--- src/rtl/mc_pkg.sv ---
package mc_pkg;

  typedef enum logic [1:0] {
    FF_D  = 2'd0,
    FF_T  = 2'd1,
    FF_JK = 2'd2,
    FF_SR = 2'd3
  } ff_kind_e;

  typedef enum logic [1:0] {
    CK_GLOBAL    = 2'd0,
    CK_GLOBAL_EN = 2'd1,
    CK_ARRAY     = 2'd2,
    CK_SPARE     = 2'd3
  } ck_mode_e;

endpackage

--- src/rtl/mc_clk_select.sv ---
module mc_clk_select
  import mc_pkg::*;
#(
  parameter int NUM_GCLK = 2,
  localparam int GSEL_W  = (NUM_GCLK > 1) ? $clog2(NUM_GCLK) : 1
) (
  input  logic                clk,
  input  logic [1:0]          mode,
  input  logic [GSEL_W-1:0]   gsel,
  input  logic                ginv,
  input  logic [NUM_GCLK-1:0] gclk,
  input  logic                pt_clk,
  input  logic                pt_en,
  output logic                fire
);

  ck_mode_e mode_e;
  logic     src_now;
  logic     src_prev;
  logic     gate;

  always_comb begin
    mode_e = ck_mode_e'(mode);
    if (mode_e == CK_ARRAY) src_now = pt_clk;
    else                    src_now = gclk[gsel] ^ ginv;
    gate = (mode_e == CK_GLOBAL_EN) ? pt_en : 1'b1;
    fire = src_now & ~src_prev & gate;
  end

  always_ff @(posedge clk) begin
    src_prev <= src_now;
  end

endmodule

--- src/rtl/mc_next_logic.sv ---
module mc_next_logic
  import mc_pkg::*;
(
  input  logic [1:0] kind,
  input  logic       cur,
  input  logic       a,
  input  logic       b,
  output logic       nxt
);

  always_comb begin
    unique case (ff_kind_e'(kind))
      FF_D:  nxt = a;
      FF_T:  nxt = cur ^ a;
      FF_JK: begin
        unique case ({a, b})
          2'b00:   nxt = cur;
          2'b01:   nxt = 1'b0;
          2'b10:   nxt = 1'b1;
          default: nxt = ~cur;
        endcase
      end
      default: begin
        unique case ({a, b})
          2'b00:   nxt = cur;
          2'b10:   nxt = 1'b1;
          default: nxt = 1'b0;
        endcase
      end
    endcase
  end

endmodule

--- src/rtl/mc_store.sv ---
module mc_store (
  input  logic clk,
  input  logic rst,
  input  logic pu_high,
  input  logic fire,
  input  logic nxt,
  input  logic set_req,
  input  logic clr_req,
  output logic state_q
);

  logic stor;

  always_ff @(posedge clk) begin
    if (rst)          stor <= 1'b0;
    else if (clr_req) stor <= pu_high;
    else if (set_req) stor <= ~pu_high;
    else if (fire)    stor <= nxt ^ pu_high;
  end

  assign state_q = stor ^ pu_high;

endmodule

--- src/rtl/mc_cell.sv ---
module mc_cell
  import mc_pkg::*;
#(
  parameter int NUM_GCLK = 2,
  localparam int GSEL_W  = (NUM_GCLK > 1) ? $clog2(NUM_GCLK) : 1
) (
  input  logic                clk,
  input  logic                rst,
  input  logic [1:0]          cfg_kind,
  input  logic                cfg_bypass,
  input  logic [1:0]          cfg_clk_mode,
  input  logic [GSEL_W-1:0]   cfg_gclk_sel,
  input  logic                cfg_gclk_inv,
  input  logic                cfg_pu_high,
  input  logic [NUM_GCLK-1:0] gclk,
  input  logic                pt_clk,
  input  logic                pt_en,
  input  logic                pt_a,
  input  logic                pt_b,
  input  logic                pt_preset,
  input  logic                pt_clear,
  input  logic                gclr_n,
  output logic                q
);

  logic fire;
  logic nxt;
  logic state_q;
  logic clr_req;

  assign clr_req = pt_clear | ~gclr_n;

  mc_clk_select #(.NUM_GCLK(NUM_GCLK)) u_clk (
    .clk    (clk),
    .mode   (cfg_clk_mode),
    .gsel   (cfg_gclk_sel),
    .ginv   (cfg_gclk_inv),
    .gclk   (gclk),
    .pt_clk (pt_clk),
    .pt_en  (pt_en),
    .fire   (fire)
  );

  mc_next_logic u_next (
    .kind (cfg_kind),
    .cur  (state_q),
    .a    (pt_a),
    .b    (pt_b),
    .nxt  (nxt)
  );

  mc_store u_store (
    .clk     (clk),
    .rst     (rst),
    .pu_high (cfg_pu_high),
    .fire    (fire),
    .nxt     (nxt),
    .set_req (pt_preset),
    .clr_req (clr_req),
    .state_q (state_q)
  );

  always_comb begin
    if (cfg_bypass)     q = pt_a;
    else if (clr_req)   q = 1'b0;
    else if (pt_preset) q = 1'b1;
    else                q = state_q;
  end

endmodule

--- config.mk ---
export PLATFORM = sky130hd
export DESIGN_NAME = mc_cell
export DESIGN_NICKNAME = d
export VERILOG_FILES = /design/src/rtl/mc_pkg.sv /design/src/rtl/mc_clk_select.sv /design/src/rtl/mc_next_logic.sv /design/src/rtl/mc_store.sv /design/src/rtl/mc_cell.sv
export SDC_FILE = /design/constraint.sdc
export NUM_CORES = 1
export LEC_CHECK = 0
export ABC_AREA = 1
export CORE_AREA = 4 4 41 43
export DETAILED_ROUTE_END_ITERATION = 8
export DIE_AREA = 0 0 45 47
export DONT_BUFFER_PORTS = 1
export PLACE_DENSITY = 0.33
export SETUP_SLACK_MARGIN = 0.5
export SLEW_MARGIN = 5
export SYNTH_ARGS = -nofsm -noshare
export SYNTH_HDL_FRONTEND = slang
export SYNTH_SLANG_ARGS = --single-unit
--- constraint.sdc ---
create_clock -name clk -period 2.2 [get_ports clk]
set_input_delay 0.44 -clock clk [delete_from_list [all_inputs] [get_ports clk]]
set_output_delay 0.44 -clock clk [all_outputs]
set_load 0.01 [all_outputs]
==> impl_metrics.ini, run 1 <==
[place]
post-place-ws_ns = 0.649
portBuffers = 0
placed_area_um2 = 285
hpwl_um = 570
gp_congestion = 0.644

[synthesis]
ys_seq_area_frac = 0.150
syn_nets = 71
syn_inst = 52
yosysUniqueCellTypes = 14
ys_warn_count = 0
syn_area_um2 = 267
avgSynthCellArea_um2 = 5.13
ys_ff_latch = 2

[worst_setup_path]
crit_fanout = 4
critPathSlowestCell = dfxtp_1
crit_family = flip-flops
required_ns = 1.76
end_kind = output port
crit_start = u_store.stor
ff2ff_path_depth = 11
reg2reg_slack_ns = 1.04
worst-path-buf-inv = 1
cpMostUsedCell = nand2_1
cp.depth = 5
critPathKind = reg -> out
cp-start-kind = flip-flop
slowest_delay_ns = 0.36
cp_cell_sequence = inv_1 -> nand2_1 -> nand2_1 -> o21ai_0 -> o21ai_1
r2r_end = u_store.stor
crit_arrival_ns = 1.07
r2r-start = u_store.stor
critPathCapture = q

[power_and_ir_drop]
vdd_drop_max_uv = 164
p_per_area_nw_per_um2 = 521
finalPower_uw = 160
p_leak_nw = 0.171

[clock_tree]
root_buffer = clkbuf_4
cts_buffers = 3
holdBufCountCts = 0
cts_sinks = 2
cts.clk_slew.worst_paths_ns = 0.03
tritoncts = yes
clk-insertion-delay-late_ns = 0.22
clock_path_buffers = 2
htreeDepth = 1

[timing]
period_share = 0.685
hold_viol = 0
drv_slew = 0
finalCriticalPeriod_ns = 1.51
hold_slack_ns = 0.398
fin_worst_skew_ns = 0.00158
relSlewSlack = 0.843
setup_viol = 0
tightest_slew_ns = 0.234
rsz0062_at_grt = false
fin_ws_ns = 0.694
fmax_mhz = 664
finalSetupTns_ns = 0

[layout]
syn2layout_area_growth_pct = 15.5
fin_area_um2 = 308
layout_commonest_cell = nand2_1
diodes = 0
nets = 76
fill_cells = 166
drive_gt1_frac = 0.127
final_cell_mix = nand2_1 (16), inv_1 (9), nand3_1 (6)
multiInputGateArea_um2 = 185
register_area_um2 = 40.0

[detailed_routing]
drcViolationCount = 0
drt-initial-drc-count = 0
vias = 283
ant_nets = 0
vias_per_cell = 4.04
drt-total-wl_um = 638
routedWlPerCell_um = 9.11
dr.pass1.iters = 1

[min_path]
hold_class = in -> reg

[global_route]
grt_pass1_wl_mm = 1.01
gr-usage-all-layers = 0.0678
first_global_vias = 294
antenna_found_initial = 0
grt-ovfl-total = 0
grt_max_degree = 5

[die]
die_h_um = 47
dieWidth_um = 45
die_area_um2 = 2120
start_util = 0.205
rows = 13
core_area_um2 = 1300
top_level_ports = 20

[job]
drv_cap = 0

[run_status]
status = finished clean
per-stage QoR:
stage / instances / utilization
after floorplan: 52 / -
after global placement: 67 / 0.219
after detailed placement: 67 / 0.219
after CTS: 70 / 0.237
after global routing: 70 / 0.237
final: 70 / 0.237
layer usage:
layer / share of wire / GRT usage / up-vias / wire length, µm
li1: - / - / 166 / -
met1: 0.42 / 0.0724 / 112 / 266
met2: 0.51 / 0.0989 / 5 / 323
met3: 0.075 / 0.0268 / 0 / 48
met4: 0 / 0.0702 / 0 / 0
met5: 0 / 0 / - / 0
cell usage after synthesis (all sizes together):
cell / n / share of area
dfxtp: 2 / 0.15
a21oi: 1 / 0.033
nor2: 5 / 0.070
and2: 1 / 0.023
o21ai: 3 / 0.056
nand2: 18 / 0.27
nand3: 6 / 0.11
clkinv: 1 / 0.014
or2: 1 / 0.023
o21bai: 3 / 0.085
inv: 10 / 0.14
nor3: 1 / 0.019
layout make-up:
type                       instances  area share
multi-input combinational         39       0.602
inverter                          11       0.134
sequential                         2       0.130
clock buffer                       3      0.0732
tap                               15      0.0610
state kept, by name, summed over array words and instances, names as in the netlist:
| register | flops |
|---|---|
| u_clk.src_prev | 1 |
| u_store.stor | 1 |
power breakdown:
part / switching (mW) / internal, mW / total [mW]
registers: 0.00192 / 0.0403 / 0.0422
clock network: 0.0187 / 0.0600 / 0.0787
logic: 0.0223 / 0.0172 / 0.0395
total: 0.0429 / 0.118 / 0.160
repair_timing:
item / 4_1_cts / 5_1_grt
setup buffers: 0 / 0
setup endpoints to repair: 0 / 1
gates resized for setup: 0 / 1
logic make-up (layout without fill, tap and decap cells):
| group | after synthesis | count (layout) | share of synthesized area |
|---|---|---|---|
| and+or+nand+nor | 32 | 32 | 0.521 |
| buffers and inverters | 11 | 14 | 0.155 |
| AOI/OAI and AO/OA | 7 | 7 | 0.174 |
| DFF | 2 | 2 | 0.150 |
worst min-delay path by stage:
stage	start	endpoint	cells past startpoint
after floorplan	u_store.stor	u_store.stor	2
after global placement	u_store.stor	u_store.stor	2
after detailed placement	u_store.stor	u_store.stor	2
after CTS	rst	u_store.stor	2
after global routing	rst	u_store.stor	2
final	rst	u_store.stor	2
(Power assumes the default switching activity.)
==> run 2: changes to the inputs <==
==> constraint.sdc (replaced) <==
create_clock -name clk -period 1.42 [get_ports clk]
set_input_delay 0.284 -clock clk [delete_from_list [all_inputs] [get_ports clk]]
set_output_delay 0.284 -clock clk [all_outputs]
set_load 0.01 [all_outputs]
==> impl_metrics.ini, run 2 (synthesis results as in run 1) <==
[run_status]
status = finished clean

[clock_tree]
clock_path_buffers = 2
root_buffer = clkbuf_4
cts.clk_slew.worst_paths_ns = 0.03
clk-insertion-delay-late_ns = 0.22
cts_sinks = 2
htreeDepth = 1
tritoncts = yes
holdBufCountCts = 0
cts_buffers = 3

[die]
core_area_um2 = 1300
top_level_ports = 20
rows = 13
die_area_um2 = 2120
start_util = 0.205
dieWidth_um = 45
die_h_um = 47

[layout]
nets = 77
final_cell_mix = nand2_1 (13), inv_1 (8), nand3_1 (5), nand2_2 (5), nor2_1 (4)
layout_commonest_cell = nand2_1
drive_gt1_frac = 0.304
top_regs = u_clk.src_prev (1), u_store.stor (1)
diodes = 0
syn2layout_area_growth_pct = 27.2
fill_cells = 157

[global_route]
grt-ovfl-total = 0
gr-usage-all-layers = 0.0757
first_global_vias = 303
antenna_found_initial = 0
grt_max_degree = 5
grt_pass1_wl_mm = 1.12

[timing]
tightest_slew_ns = 0.168
drv_slew = 0
hold_slack_ns = 0.225
finalSetupTns_ns = 0
period_share = 0.872
fmax_mhz = 807
fin_worst_skew_ns = 0.00413
hold_viol = 0
relSlewSlack = 0.887
rsz0062_at_grt = true
finalCriticalPeriod_ns = 1.24
setup_viol = 0

[worst_setup_path]
crit_fanout = 4
critPathKind = reg -> out
crit_arrival_ns = 0.95
cp_cell_sequence = inv_2 -> nand2_2 -> nand2_2 -> o21ai_2 -> o21ai_2
end_kind = output port
required_ns = 1.14
cp-start-kind = flip-flop
slowest_delay_ns = 0.33
critPathSlowestCell = dfxtp_2

[min_path]
hold_class = in -> reg

[detailed_routing]
dr.pass1.iters = 3
routedWlPerCell_um = 8.90
vias_per_cell = 4.00
vias = 284
ant_nets = 0
drt-total-wl_um = 632
drt-initial-drc-count = 4
drcViolationCount = 0

[place]
portBuffers = 0
hpwl_um = 565
gp_congestion = 0.669

[job]
drv_cap = 0

[power_and_ir_drop]
p_leak_nw = 0.180
p_per_area_nw_per_um2 = 767
vdd_drop_max_uv = 370
==> run 2: where the power goes <==
group          switching, mW  internal (mW)
combinational         0.0391         0.0326
sequential           0.00368         0.0630
clock                 0.0286         0.0929
==> run 2: metrics by stage <==
step                 util  worst slack [ns]  power [mW]  cell area [µm²]  instances
finish              0.261             0.181       0.260              339         71
global route        0.261            0.0947       0.291              339         71
CTS                 0.261             0.165       0.269              339         71
detailed placement  0.226             0.293       0.133              294         67
global placement    0.226             0.296       0.133              294         67
floorplan               -             0.392       0.123              275         52
==> run 2: final cells by class <==
| type | count | area (µm²) | share of cell area |
|---|---|---|---|
| clock buffers | 3 | 22.5 | 0.0664 |
| inverters | 11 | 41.3 | 0.122 |
| repair buffers | 1 | 7.51 | 0.0221 |
| flip-flops and latches | 2 | 41.3 | 0.122 |
| well taps | 15 | 18.8 | 0.0554 |
| multi-input cells | 39 | 208 | 0.613 |
==> run 2: worst max-delay path: cells and delay by family, from the launching register on <==
kind | cells | cell delay [ns]
flip-flops | 1 | 0.33
AO/OA/AOI/OAI | 2 | 0.22
buffers and inverters | 1 | 0.06
AND/OR/NAND/NOR | 2 | 0.12
==> run 2: metal layers <==
layer | share of wire | track usage | up-vias
met5 | 0 | 0 | -
met4 | 0 | 0.0526 | 0
met3 | 0.11 | 0.0460 | 0
met2 | 0.49 | 0.102 | 8
met1 | 0.40 | 0.0882 | 108
li1 | - | - | 168
==> run 2: final timing paths <==
kind | from | end | slack [ns] | depth (start not counted)
worst min-delay path | rst | u_store.stor | 0.23 | 2
worst min register to register | u_store.stor | u_store.stor | 0.54 | 2
worst max register to register | u_store.stor | u_store.stor | 0.23 | 11
worst max-delay path | u_store.stor | q | 0.18 | 5
==> run 2: timing repair <==
action / 4_1_cts / 5_1_grt
gates resized for setup: 4 / 0
setup endpoints to repair: 2 / 2
pin swaps: 3 / 2
setup buffers: 1 / 0
